$ cat config.mk
export PLATFORM = sky130hd
export DESIGN_NAME = opaddr_gen
export DESIGN_NICKNAME = d
export VERILOG_FILES = /design/src/rtl/opaddr_pkg.sv /design/src/rtl/opaddr_regfile.sv /design/src/rtl/opaddr_wrap.sv /design/src/rtl/opaddr_next.sv /design/src/rtl/opaddr_gen.sv
export SDC_FILE = /design/constraint.sdc
export NUM_CORES = 1
export LEC_CHECK = 0
export ABC_CLOCK_PERIOD_IN_PS = 7300
export BUFFER_PORTS_ARGS = -buffer_cell sky130_fd_sc_hd__buf_2
export CAP_MARGIN = 0
export CORE_UTILIZATION = 50
export CTS_BUF_LIST = sky130_fd_sc_hd__clkbuf_8 sky130_fd_sc_hd__clkbuf_16
export DETAILED_ROUTE_END_ITERATION = 7
export PLACE_DENSITY = 0.76
export SYNTH_ARGS = -nofsm -noshare
export SYNTH_HDL_FRONTEND = slang
export SYNTH_SLANG_ARGS = --single-unit
$ cat constraint.sdc
create_clock -name clk -period 7.3 [get_ports clk]
set_clock_uncertainty 0.05 [all_clocks]
set_input_delay 1.46 -clock clk [delete_from_list [all_inputs] [get_ports clk]]
set_output_delay 1.46 -clock clk [all_outputs]
set_load 0.03 [all_outputs]
$ cat src/rtl/opaddr_pkg.sv
package opaddr_pkg;

   typedef enum logic [2:0] {
      AM_POST_IMM = 3'd0,
      AM_POST_UPD = 3'd1,
      AM_DIRECT   = 3'd2,
      AM_CIRC_IMM = 3'd3,
      AM_CIRC_UPD = 3'd4
   } addr_mode_e;

   localparam int unsigned STEP_CODE_W = 2;

endpackage

$ cat src/rtl/opaddr_regfile.sv
module opaddr_regfile #(
   parameter int unsigned AW   = 16,
   parameter int unsigned NPTR = 8,
   parameter int unsigned NUPD = 2,
   localparam int unsigned PSW = (NPTR > 1) ? $clog2(NPTR) : 1,
   localparam int unsigned NREG = NPTR + NUPD + 3,
   localparam int unsigned WSW = $clog2(NREG)
) (
   input  logic                 clk,
   input  logic                 rst_n,
   input  logic                 wr_en,
   input  logic [WSW-1:0]       wr_sel,
   input  logic [AW-1:0]        wr_data,
   input  logic                 pu_en,
   input  logic [PSW-1:0]       pu_idx,
   input  logic [AW-1:0]        pu_val,
   output logic [NPTR*AW-1:0]   ptr_bus,
   output logic [NUPD*AW-1:0]   upd_bus,
   output logic [AW-1:0]        bp_q,
   output logic [AW-1:0]        bv_q,
   output logic [AW-1:0]        md_q
);

   localparam int unsigned SEL_BP = NPTR + NUPD;
   localparam int unsigned SEL_BV = NPTR + NUPD + 1;
   localparam int unsigned SEL_MD = NPTR + NUPD + 2;

   for (genvar g = 0; g < NPTR; g++) begin : g_ptr
      logic [AW-1:0] q;
      wire hit_wr = wr_en && (wr_sel == WSW'(g));
      wire hit_pu = pu_en && (pu_idx == PSW'(g));
      always_ff @(posedge clk or negedge rst_n) begin
         if (!rst_n)      q <= '0;
         else if (hit_wr) q <= wr_data;
         else if (hit_pu) q <= pu_val;
      end
      assign ptr_bus[g*AW +: AW] = q;
   end

   for (genvar u = 0; u < NUPD; u++) begin : g_upd
      logic [AW-1:0] q;
      always_ff @(posedge clk or negedge rst_n) begin
         if (!rst_n)                                   q <= '0;
         else if (wr_en && wr_sel == WSW'(NPTR + u))   q <= wr_data;
      end
      assign upd_bus[u*AW +: AW] = q;
   end

   always_ff @(posedge clk or negedge rst_n) begin
      if (!rst_n) begin
         bp_q <= '0;
         bv_q <= '0;
         md_q <= '0;
      end else if (wr_en) begin
         if (wr_sel == WSW'(SEL_BP)) bp_q <= wr_data;
         if (wr_sel == WSW'(SEL_BV)) bv_q <= wr_data;
         if (wr_sel == WSW'(SEL_MD)) md_q <= wr_data;
      end
   end

endmodule

$ cat src/rtl/opaddr_wrap.sv
module opaddr_wrap #(
   parameter int unsigned AW      = 16,
   parameter bit          CIRC_EN = 1'b1
) (
   input  logic [AW-1:0] cur,
   input  logic [AW-1:0] delta,
   input  logic          ring,
   input  logic [AW-1:0] ring_base,
   input  logic [AW-1:0] ring_len,
   output logic [AW-1:0] nxt
);

   localparam int unsigned EW = AW + 2;

   logic [AW-1:0] lin_sum;
   assign lin_sum = cur + delta;

   if (CIRC_EN) begin : g_circ
      logic signed [EW-1:0] sum_w, top_w, base_w, len_w, adj_w;
      always_comb begin
         sum_w  = $signed({2'b00, cur}) + $signed({{2{delta[AW-1]}}, delta});
         base_w = $signed({2'b00, ring_base});
         len_w  = $signed({2'b00, ring_len});
         top_w  = base_w + len_w - EW'(1);
         if (sum_w > top_w)       adj_w = sum_w - len_w;
         else if (sum_w < base_w) adj_w = sum_w + len_w;
         else                     adj_w = sum_w;
         if (!ring)               nxt = lin_sum;
         else if (ring_len == '0) nxt = cur;
         else                     nxt = adj_w[AW-1:0];
      end
   end else begin : g_lin
      logic unused_ok;
      assign unused_ok = ring ^ (^ring_base) ^ (^ring_len);
      assign nxt = lin_sum;
   end

endmodule

$ cat src/rtl/opaddr_next.sv
module opaddr_next
   import opaddr_pkg::*;
#(
   parameter int unsigned AW      = 16,
   parameter bit          CIRC_EN = 1'b1
) (
   input  logic [2:0]             mode,
   input  logic [AW-1:0]          cur,
   input  logic [STEP_CODE_W-1:0] step_code,
   input  logic [AW-1:0]          upd_val,
   input  logic [AW-1:0]          ring_base,
   input  logic [AW-1:0]          ring_len,
   output logic [AW-1:0]          nxt,
   output logic                   wb_en
);

   logic [AW-1:0] imm_ext, delta;
   logic          use_upd, ring;

   assign imm_ext = {{(AW-STEP_CODE_W){step_code[STEP_CODE_W-1]}}, step_code};

   always_comb begin
      use_upd = 1'b0;
      ring    = 1'b0;
      wb_en   = 1'b1;
      unique case (mode)
         AM_POST_IMM: ;
         AM_POST_UPD: use_upd = 1'b1;
         AM_CIRC_IMM: ring = 1'b1;
         AM_CIRC_UPD: begin use_upd = 1'b1; ring = 1'b1; end
         default:     wb_en = 1'b0;
      endcase
   end

   assign delta = use_upd ? upd_val : imm_ext;

   opaddr_wrap #(.AW(AW), .CIRC_EN(CIRC_EN)) wrap_i (
      .cur      (cur),
      .delta    (delta),
      .ring     (ring),
      .ring_base(ring_base),
      .ring_len (ring_len),
      .nxt      (nxt)
   );

endmodule

$ cat src/rtl/opaddr_gen.sv
module opaddr_gen
   import opaddr_pkg::*;
#(
   parameter int unsigned AW      = 16,
   parameter int unsigned NPTR    = 8,
   parameter int unsigned NUPD    = 2,
   parameter int unsigned DISPW   = 7,
   parameter bit          CIRC_EN = 1'b1,
   localparam int unsigned PSW  = (NPTR > 1) ? $clog2(NPTR) : 1,
   localparam int unsigned USW  = (NUPD > 1) ? $clog2(NUPD) : 1,
   localparam int unsigned WSW  = $clog2(NPTR + NUPD + 3)
) (
   input  logic                   clk,
   input  logic                   rst_n,
   input  logic                   wr_en,
   input  logic [WSW-1:0]         wr_sel,
   input  logic [AW-1:0]          wr_data,
   input  logic                   req_valid,
   input  logic [2:0]             req_mode,
   input  logic [PSW-1:0]         req_ptr,
   input  logic [STEP_CODE_W-1:0] req_step,
   input  logic [USW-1:0]         req_upd,
   input  logic [DISPW-1:0]       req_disp,
   output logic [AW-1:0]          ea,
   output logic                   ea_valid
);

   if (AW < 8)            begin : g_bad_aw   $error("AW too small");            end
   if (DISPW >= AW)       begin : g_bad_disp $error("DISPW must be below AW");  end
   if (NPTR < 1)          begin : g_bad_np   $error("NPTR must be positive");   end
   if (NUPD < 1)          begin : g_bad_nu   $error("NUPD must be positive");   end

   logic [NPTR*AW-1:0] ptr_bus;
   logic [NUPD*AW-1:0] upd_bus;
   logic [AW-1:0]      bp_q, bv_q, md_q;
   logic [AW-1:0]      cur_ptr, upd_val, nxt_ptr;
   logic               wb_en;

   assign cur_ptr = ptr_bus[req_ptr*AW +: AW];
   assign upd_val = upd_bus[req_upd*AW +: AW];

   opaddr_next #(.AW(AW), .CIRC_EN(CIRC_EN)) next_i (
      .mode     (req_mode),
      .cur      (cur_ptr),
      .step_code(req_step),
      .upd_val  (upd_val),
      .ring_base(bv_q),
      .ring_len (md_q),
      .nxt      (nxt_ptr),
      .wb_en    (wb_en)
   );

   opaddr_regfile #(.AW(AW), .NPTR(NPTR), .NUPD(NUPD)) rf_i (
      .clk    (clk),
      .rst_n  (rst_n),
      .wr_en  (wr_en),
      .wr_sel (wr_sel),
      .wr_data(wr_data),
      .pu_en  (req_valid && wb_en),
      .pu_idx (req_ptr),
      .pu_val (nxt_ptr),
      .ptr_bus(ptr_bus),
      .upd_bus(upd_bus),
      .bp_q   (bp_q),
      .bv_q   (bv_q),
      .md_q   (md_q)
   );

   always_comb begin
      if (req_mode == AM_DIRECT) ea = bp_q + {{(AW-DISPW){1'b0}}, req_disp};
      else                       ea = cur_ptr;
   end

   assign ea_valid = req_valid;

endmodule

==> metrics.txt, run 1 <==
crit path DAT=7.37 ns; DP Wirelength=41.3 mm; Post-Syn Area=15700 um2; Synth Area in Simple Gates=14.6%; DRC violations left=0; Initial Utilization=51.0%; Layout Utilization=59.2%; Final period util=95.6%; asr flop ratio synth=100%; CTS H-tree lvls=1; R2R Path Start=rf_i.g_ptr[3].q[0]$_DFFE_PN0P_; Buffers on Ports=56; fin. max-slew vios=0; CTS sink cnt=208; multiplexer share of the synthesized area=11.5%; Net Count, Synth=1896; largest family of logic cells by synthesized area=compound AO/OA/AOI/OAI gates; wire per inst=24.7 um; CTS max path bufs=3; final setup vio count=0; top-area cell type share of the netlist area=33.3%; Overall Global Routing Usage=35.6%; post-synthesis compound-gate area fraction=23.1%; DIE AREA=32000 um2; Slew headroom=15.0%; Ports=57; CP required=7.69 ns; unrepaired setup endpoints after global routing=false; Reg2Reg Depth=25; most instantiated library cell after synthesis=dfrtp_1; Clk Latency, worst-skew pair=0.55 ns; Synth Register Bits=208; Synth area leader=dfrtp_1; CTS buffer count=23; top cells by area, synth=dfrtp_1 33%, ha_1 8.9%, a21oi_1 6.3%; NumNets Final=2035; Die Wd=179 um; synth warn=0; r2r setup slk=1.14 ns; fraction of the yosys area taken by sequential cells=33.3%; final RePlAce weighted congestion=1.02; Congestion Overflow GR=0; Clock Pin Slew Worst Setup and Hold Paths=0.06 ns; Setup CP Type=primary input to register; dpl cell area=17300 um2; largest net degree at the start of global routing=75; Vias/cell=6.61; status=finished, final reports clean; vias in the first global route=15000; crit start category=primary input; share of layout cells above drive strength 1=21.8%; Max-Cap Viols=0; Post-Syn Instances=1740; Cell variety after synth=92; area grow syn2layout=16.0%; adder-cell share of the synthesized area=9.64%; first-pass GRT wire length=85.8 mm; Die Span Y=179 um; num rows=64; worst hold stages=1; Core Area=30700 um2; CTS tree=built; clock root buffer=clkbuf_16; crit end category=register; TNS Setup=0 ns; CP Max Fanout=9; via count=15100; fin area=18200 um2; Worst-Margin Slew=1.27 ns; ANT nets after route=0; most frequent cells after synthesis=208 x dfrtp_1, 196 x a21oi_1, 149 x o21ai_0; RR Endpoint=rf_i.g_ptr[6].q[1]$_DFFE_PN0P_; Post-Syn Area per Cell=9.00 um2; CTS Hold Bufs=0; Worst Hold Path EP=rf_i.g_upd[0].q[15]$_DFFE_PN0P_; Post-Synth XOR/XNOR Area=2.85%; Pre-antenna DRT Iters=6; DR iter-0 viols=2015; hold crit path type=register to register; Max Clock Freq=143 MHz; hold path startpoint=rf_i.g_upd[0].q[15]$_DFFE_PN0P_; Synth Flop Type=dfrtp_1; final wirelength=56.6 mm; Fin. Hold Viols=0; initial antenna violation count=2; number of synthesized flops with an enable pin=0; Tmin final=6.98 ns
-- critical path: stages --
cell,delay [ns]
clkbuf_4,0.19
buf_4,0.17
mux4_2,0.55
mux2_2,0.34
ha_1,0.35
buf_4,0.17
nand3_1,0.12
o221ai_2,0.14
a21o_1,0.23
a21oi_1,0.15
o21ai_0,0.11
a21oi_1,0.18
xor2_1,0.24
inv_1,0.07
ha_1,0.32
inv_1,0.06
a21o_1,0.15
mux2_2,0.28
or4b_1,0.58
and4_4,0.28
nor2_8,0.19
o31ai_2,0.10
buf_4,0.21
a21oi_2,0.23
buf_4,0.21
a21oi_1,0.08
a21o_1,0.20
-- layout by cell type, fill, tap and decap left out, drive strengths merged, types with 21 or more instances in the layout --
cell type	Yosys	final
clkbuf	89	31
ha	111	111
nor2	120	120
dfrtp	208	208
xor2	21	21
a31oi	30	30
o21ai	160	160
a21o	59	59
inv	107	112
nand2	96	96
mux4	32	32
nand3	49	49
and3	67	67
buf	10	211
xnor2	30	30
mux2	79	79
a21oi	200	200
-- final cells by class --
type,instances,area [um2]
Clock inverter,10,114
Sequential cell,208,5200
Inverter,107,402
Antenna cell,3,7.51
Multi-Input combinational cell,1326,9720
Timing Repair Buffer,213,1570
Tap cell,396,495
Clock buffer,29,658
Fill cell,2601,12500
-- flip-flops by register name, summed over array words and instances, names as in the netlist --
name,cells
rf_i.g_upd.q,32
rf_i.g_ptr.q,128
rf_i.bp_q,16
rf_i.md_q,16
rf_i.bv_q,16
-- through the flow --
step,worst slack (ns),hold WS [ns],std cells
after detailed placement,-0.294,0.446,2248
after floorplan,-0.0224,0.428,1740
after global routing,0.0198,0.465,2290
final,0.321,0.459,2292
after global placement,-0.250,0.436,2248
after CTS,0.183,0.459,2287
-- routing by layer --
layer / track usage, % / vias up / wire length [um]
met4: 18.7 / 0 / 3230
met2: 55.1 / 947 / 25000
li1: - / 6642 / -
met5: 0 / - / 0
met3: 10.5 / 226 / 6610
met1: 44.7 / 7334 / 21800
-- kinds of logic (layout without fill, tap and decap cells) --
group,Yosys count,after routing
other,0,3
xor gates and xnor gates,51,51
AOI/OAI and AO/OA,575,575
muxes,130,130
adders and majority gates,118,118
buffers and inverters,206,359
and+or+nand+nor,452,452
DFF,208,208
-- how the worst max path moves through the flow --
stage / depth (start not counted) / slack [ns] / end / from
after global placement: 25 / -0.25 / rf_i.g_ptr[5].q[1]$_DFFE_PN0P_ / req_ptr[0]
final: 27 / 0.32 / rf_i.g_ptr[3].q[5]$_DFFE_PN0P_ / req_ptr[0]
after detailed placement: 27 / -0.29 / rf_i.g_ptr[0].q[1]$_DFFE_PN0P_ / req_ptr[0]
after global routing: 27 / 0.02 / rf_i.g_ptr[6].q[5]$_DFFE_PN0P_ / req_ptr[0]
after CTS: 27 / 0.18 / rf_i.g_ptr[6].q[1]$_DFFE_PN0P_ / req_ptr[0]
after floorplan: 26 / -0.02 / rf_i.g_ptr[1].q[11]$_DFFE_PN0P_ / req_ptr[0]
-- repair_timing --
| action | 4_1_cts | 5_1_grt |
|---|---|---|
| resized for setup | 0 | 12 |
| setup buffers | 0 | 2 |
| endpoints found under the setup margin | 0 | 108 |
Power of run 1 is left out: the tool's default activity adds up to more than one toggle a clock period on the data nets, which glitch-free logic cannot reach.
==> run 2, diff against run 1 <==
--- a/config.mk
+++ b/config.mk
@@ -5,7 +5,7 @@
 export SDC_FILE = /design/constraint.sdc
 export NUM_CORES = 1
 export LEC_CHECK = 0
-export ABC_CLOCK_PERIOD_IN_PS = 7300
+export ABC_CLOCK_PERIOD_IN_PS = 6460
 export BUFFER_PORTS_ARGS = -buffer_cell sky130_fd_sc_hd__buf_2
 export CAP_MARGIN = 0
 export CORE_UTILIZATION = 50
==> constraint.sdc (replaced) <==
create_clock -name clk -period 6.46 [get_ports clk]
set_clock_uncertainty 0.05 [all_clocks]
set_input_delay 1.292 -clock clk [delete_from_list [all_inputs] [get_ports clk]]
set_output_delay 1.292 -clock clk [all_outputs]
set_load 0.03 [all_outputs]
==> run 2 against run 1 <==
Compared with the run above:
- sequential share of layout area down 2.0 points
- final cell count up 4.1%
- via count up 2.2%
- global-route usage down 1.1 points
- critical path depth down 1
- register-to-register slack worse by 0.54 ns
- non-clock buffer count up 93
- core utilization up 4.6 points
- first-iteration DRC count down 18%
- sequential cell count unchanged
- die area unchanged
- highest routed layer unchanged
==> metrics.txt, run 2 (same netlist as run 1, synthesis figures left out) <==
status=finished, final reports clean (unchanged); Max-Cap Viols=0 (unchanged); DIE AREA=32000 um2 (unchanged); Slowest cell on crit path=mux4_2 (was or4b_1); share of layout cells above drive strength 1=28.5% (was 21.8%); area grow syn2layout=25.0% (was 16.0%); fin. max-slew vios=0 (unchanged); Core Area=30700 um2 (unchanged); Largest register FFs=128 (unchanged); CTS buffer count=23 (unchanged); crit path DAT=6.77 ns (was 7.37 ns); placed cells=2331 (was 2248); WHS=0.456 ns (was 0.459 ns); worst setup path startpoint=req_ptr[0] (unchanged); largest net degree at the start of global routing=133 (was 75); final setup vio count=0 (unchanged); crit start category=primary input (unchanged); slowest stage delay, CP=0.49 ns (was 0.58 ns); crit end category=register (unchanged); TNS Setup=0 ns (unchanged); vias in the first global route=15300 (was 15000); Layout Utilization=63.8% (was 59.2%); hold crit path type=register to register (unchanged); DP Wirelength=40.2 mm (was 41.3 mm); Pre-antenna DRT Iters=7 (was 6); first-pass GRT wire length=83.4 mm (was 85.8 mm); Final period util=98.6%; CP required=6.86 ns (was 7.69 ns); Final Non-Filler Cells=2386 (was 2292); unrepaired setup endpoints after global routing=true (was false); CTS H-tree lvls=1 (unchanged); routed wl met3=5.50 mm (was 6.61 mm); number of diodes=0 (was 3); Die Span Y=179 um (unchanged); DR iter-0 viols=1643 (was 2015); Reg with most FFs=rf_i.g_ptr.q (unchanged); Fin. Hold Viols=0 (unchanged); final RePlAce weighted congestion=1.00 (was 1.02); clock root buffer=clkbuf_16 (unchanged); NumNets Final=2130 (was 2035); Top Layer Used=met4 (unchanged); Worst-Margin Slew=1.32 ns (was 1.27 ns); Overall Global Routing Usage=34.4% (was 35.6%); Vias/cell=6.49 (was 6.61); CTS max path bufs=3 (unchanged); Die Wd=179 um (unchanged); final wirelength=55.9 mm (was 56.6 mm); WL met1=21.0 mm (was 21.8 mm); Filler cells=2467 (was 2601); Max Clock Freq=157 MHz; Largest regs=rf_i.g_ptr.q: 128 flops, rf_i.g_upd.q: 32 flops (unchanged); Buffers on Ports=56 (unchanged); Congestion Overflow GR=0 (unchanged); Slew headroom=11.6% (was 15.0%); Setup CP Type=primary input to register (unchanged); num rows=64 (unchanged); Clk Latency, worst-skew pair=0.54 ns (was 0.55 ns); ANT nets after route=0 (unchanged); Clock Pin Slew Worst Setup and Hold Paths=0.06 ns (about the same); Tmin final=6.37 ns; Ports=57 (unchanged); via count=15500 (was 15100); CTS tree=built (unchanged); initial antenna violation count=0 (was 2); Initial Utilization=51.0% (unchanged); wire per inst=23.4 um (was 24.7 um); CP Max Fanout=8 (was 9); met2 WL=25.6 mm (was 25.0 mm); most common cell after layout, fill and taps aside=buf_4 (was dfrtp_1); most frequent cells in the layout=221 x buf_4, 208 x dfrtp_1, 183 x a21oi_1 (was 208 x dfrtp_1, 195 x a21oi_1, 149 x o21ai_0, 149 x buf_4, 114 x nor2_1); R2R Path Start=rf_i.g_ptr[3].q[0]$_DFFE_PN0P_ (unchanged); CTS sink cnt=208 (unchanged); storage element area=5200 um2 (unchanged); DRC violations left=0 (unchanged); multi-input logic area=10200 um2 (was 9720 um2); hold path startpoint=rf_i.g_upd[0].q[8]$_DFFE_PN0P_ (was rf_i.g_upd[0].q[15]$_DFFE_PN0P_)
[run 2: cell types whose count changed in the layout (fill, tap and decap cells not counted), sizes merged]
cell and delta:
inv +5, diode -3, nand2 +1, clkbuf -4, nor2 +1, buf +94
[run 2: layer usage]
metal | vias up | track usage (%)
met4 | 0 | 21.5
met3 | 241 | 7.29
met5 | - | 0
met1 | 7456 | 42.3
li1 | 6846 | -
met2 | 933 | 55.0
[run 2: what timing repair did]
item,4_1_cts,5_1_grt
buffers inserted,0,13
hold buffers,0,0
resized for setup,7,76
cloned,0,2
pin swaps,0,47
setup endpoints to repair,128,128
[run 2: worst paths after layout]
| kind | end | slack [ns] | cells after the start |
|---|---|---|---|
| max | rf_i.g_ptr[1].q[8]$_DFFE_PN0P_ | 0.09 | 26 |
| min | rf_i.g_upd[0].q[8]$_DFFE_PN0P_ | 0.46 | 1 |
| max reg2reg | rf_i.g_ptr[1].q[8]$_DFFE_PN0P_ | 0.60 | 25 |
| min reg2reg | rf_i.g_upd[0].q[8]$_DFFE_PN0P_ | 0.46 | 1 |
| max in group asynchronous | rf_i.g_ptr[1].q[7]$_DFFE_PN0P_ | 4.46 | 2 |
| min in group asynchronous | rf_i.bv_q[11]$_DFFE_PN0P_ | 0.69 | 1 |
[run 2: metrics by stage]
step | setup slack (ns) | instance area, um2
2_1_floorplan | -0.142 | 16000
3_3_place_gp | -0.669 | 18300
3_5_place_dp | -0.821 | 18300
4_1_cts | 0.0117 | 19100
5_1_grt | -0.0986 | 19600
6_report | 0.0912 | 19600
[run 2: cell type report]
cell class	count	share of cell area, %
Tap cell	396	2.53
Inverter	107	2.05
Clock buffer	26	3.15
Multi-Input combinational cell	1328	52.3
Clock inverter	15	0.659
Timing Repair Buffer	306	12.7
Sequential cell	208	26.6
[run 2: worst max-delay path: cells and delay by family]
kind / cells / cell delay, ns
multiplexers: 2 / 0.80
AO/OA/AOI/OAI: 12 / 2.27
adder cells (fa/ha/maj): 4 / 1.17
XOR/XNOR: 1 / 0.15
buffers and inverters: 4 / 0.64
AND/OR/NAND/NOR: 3 / 0.44
Power of run 2 is left out for the same reason.
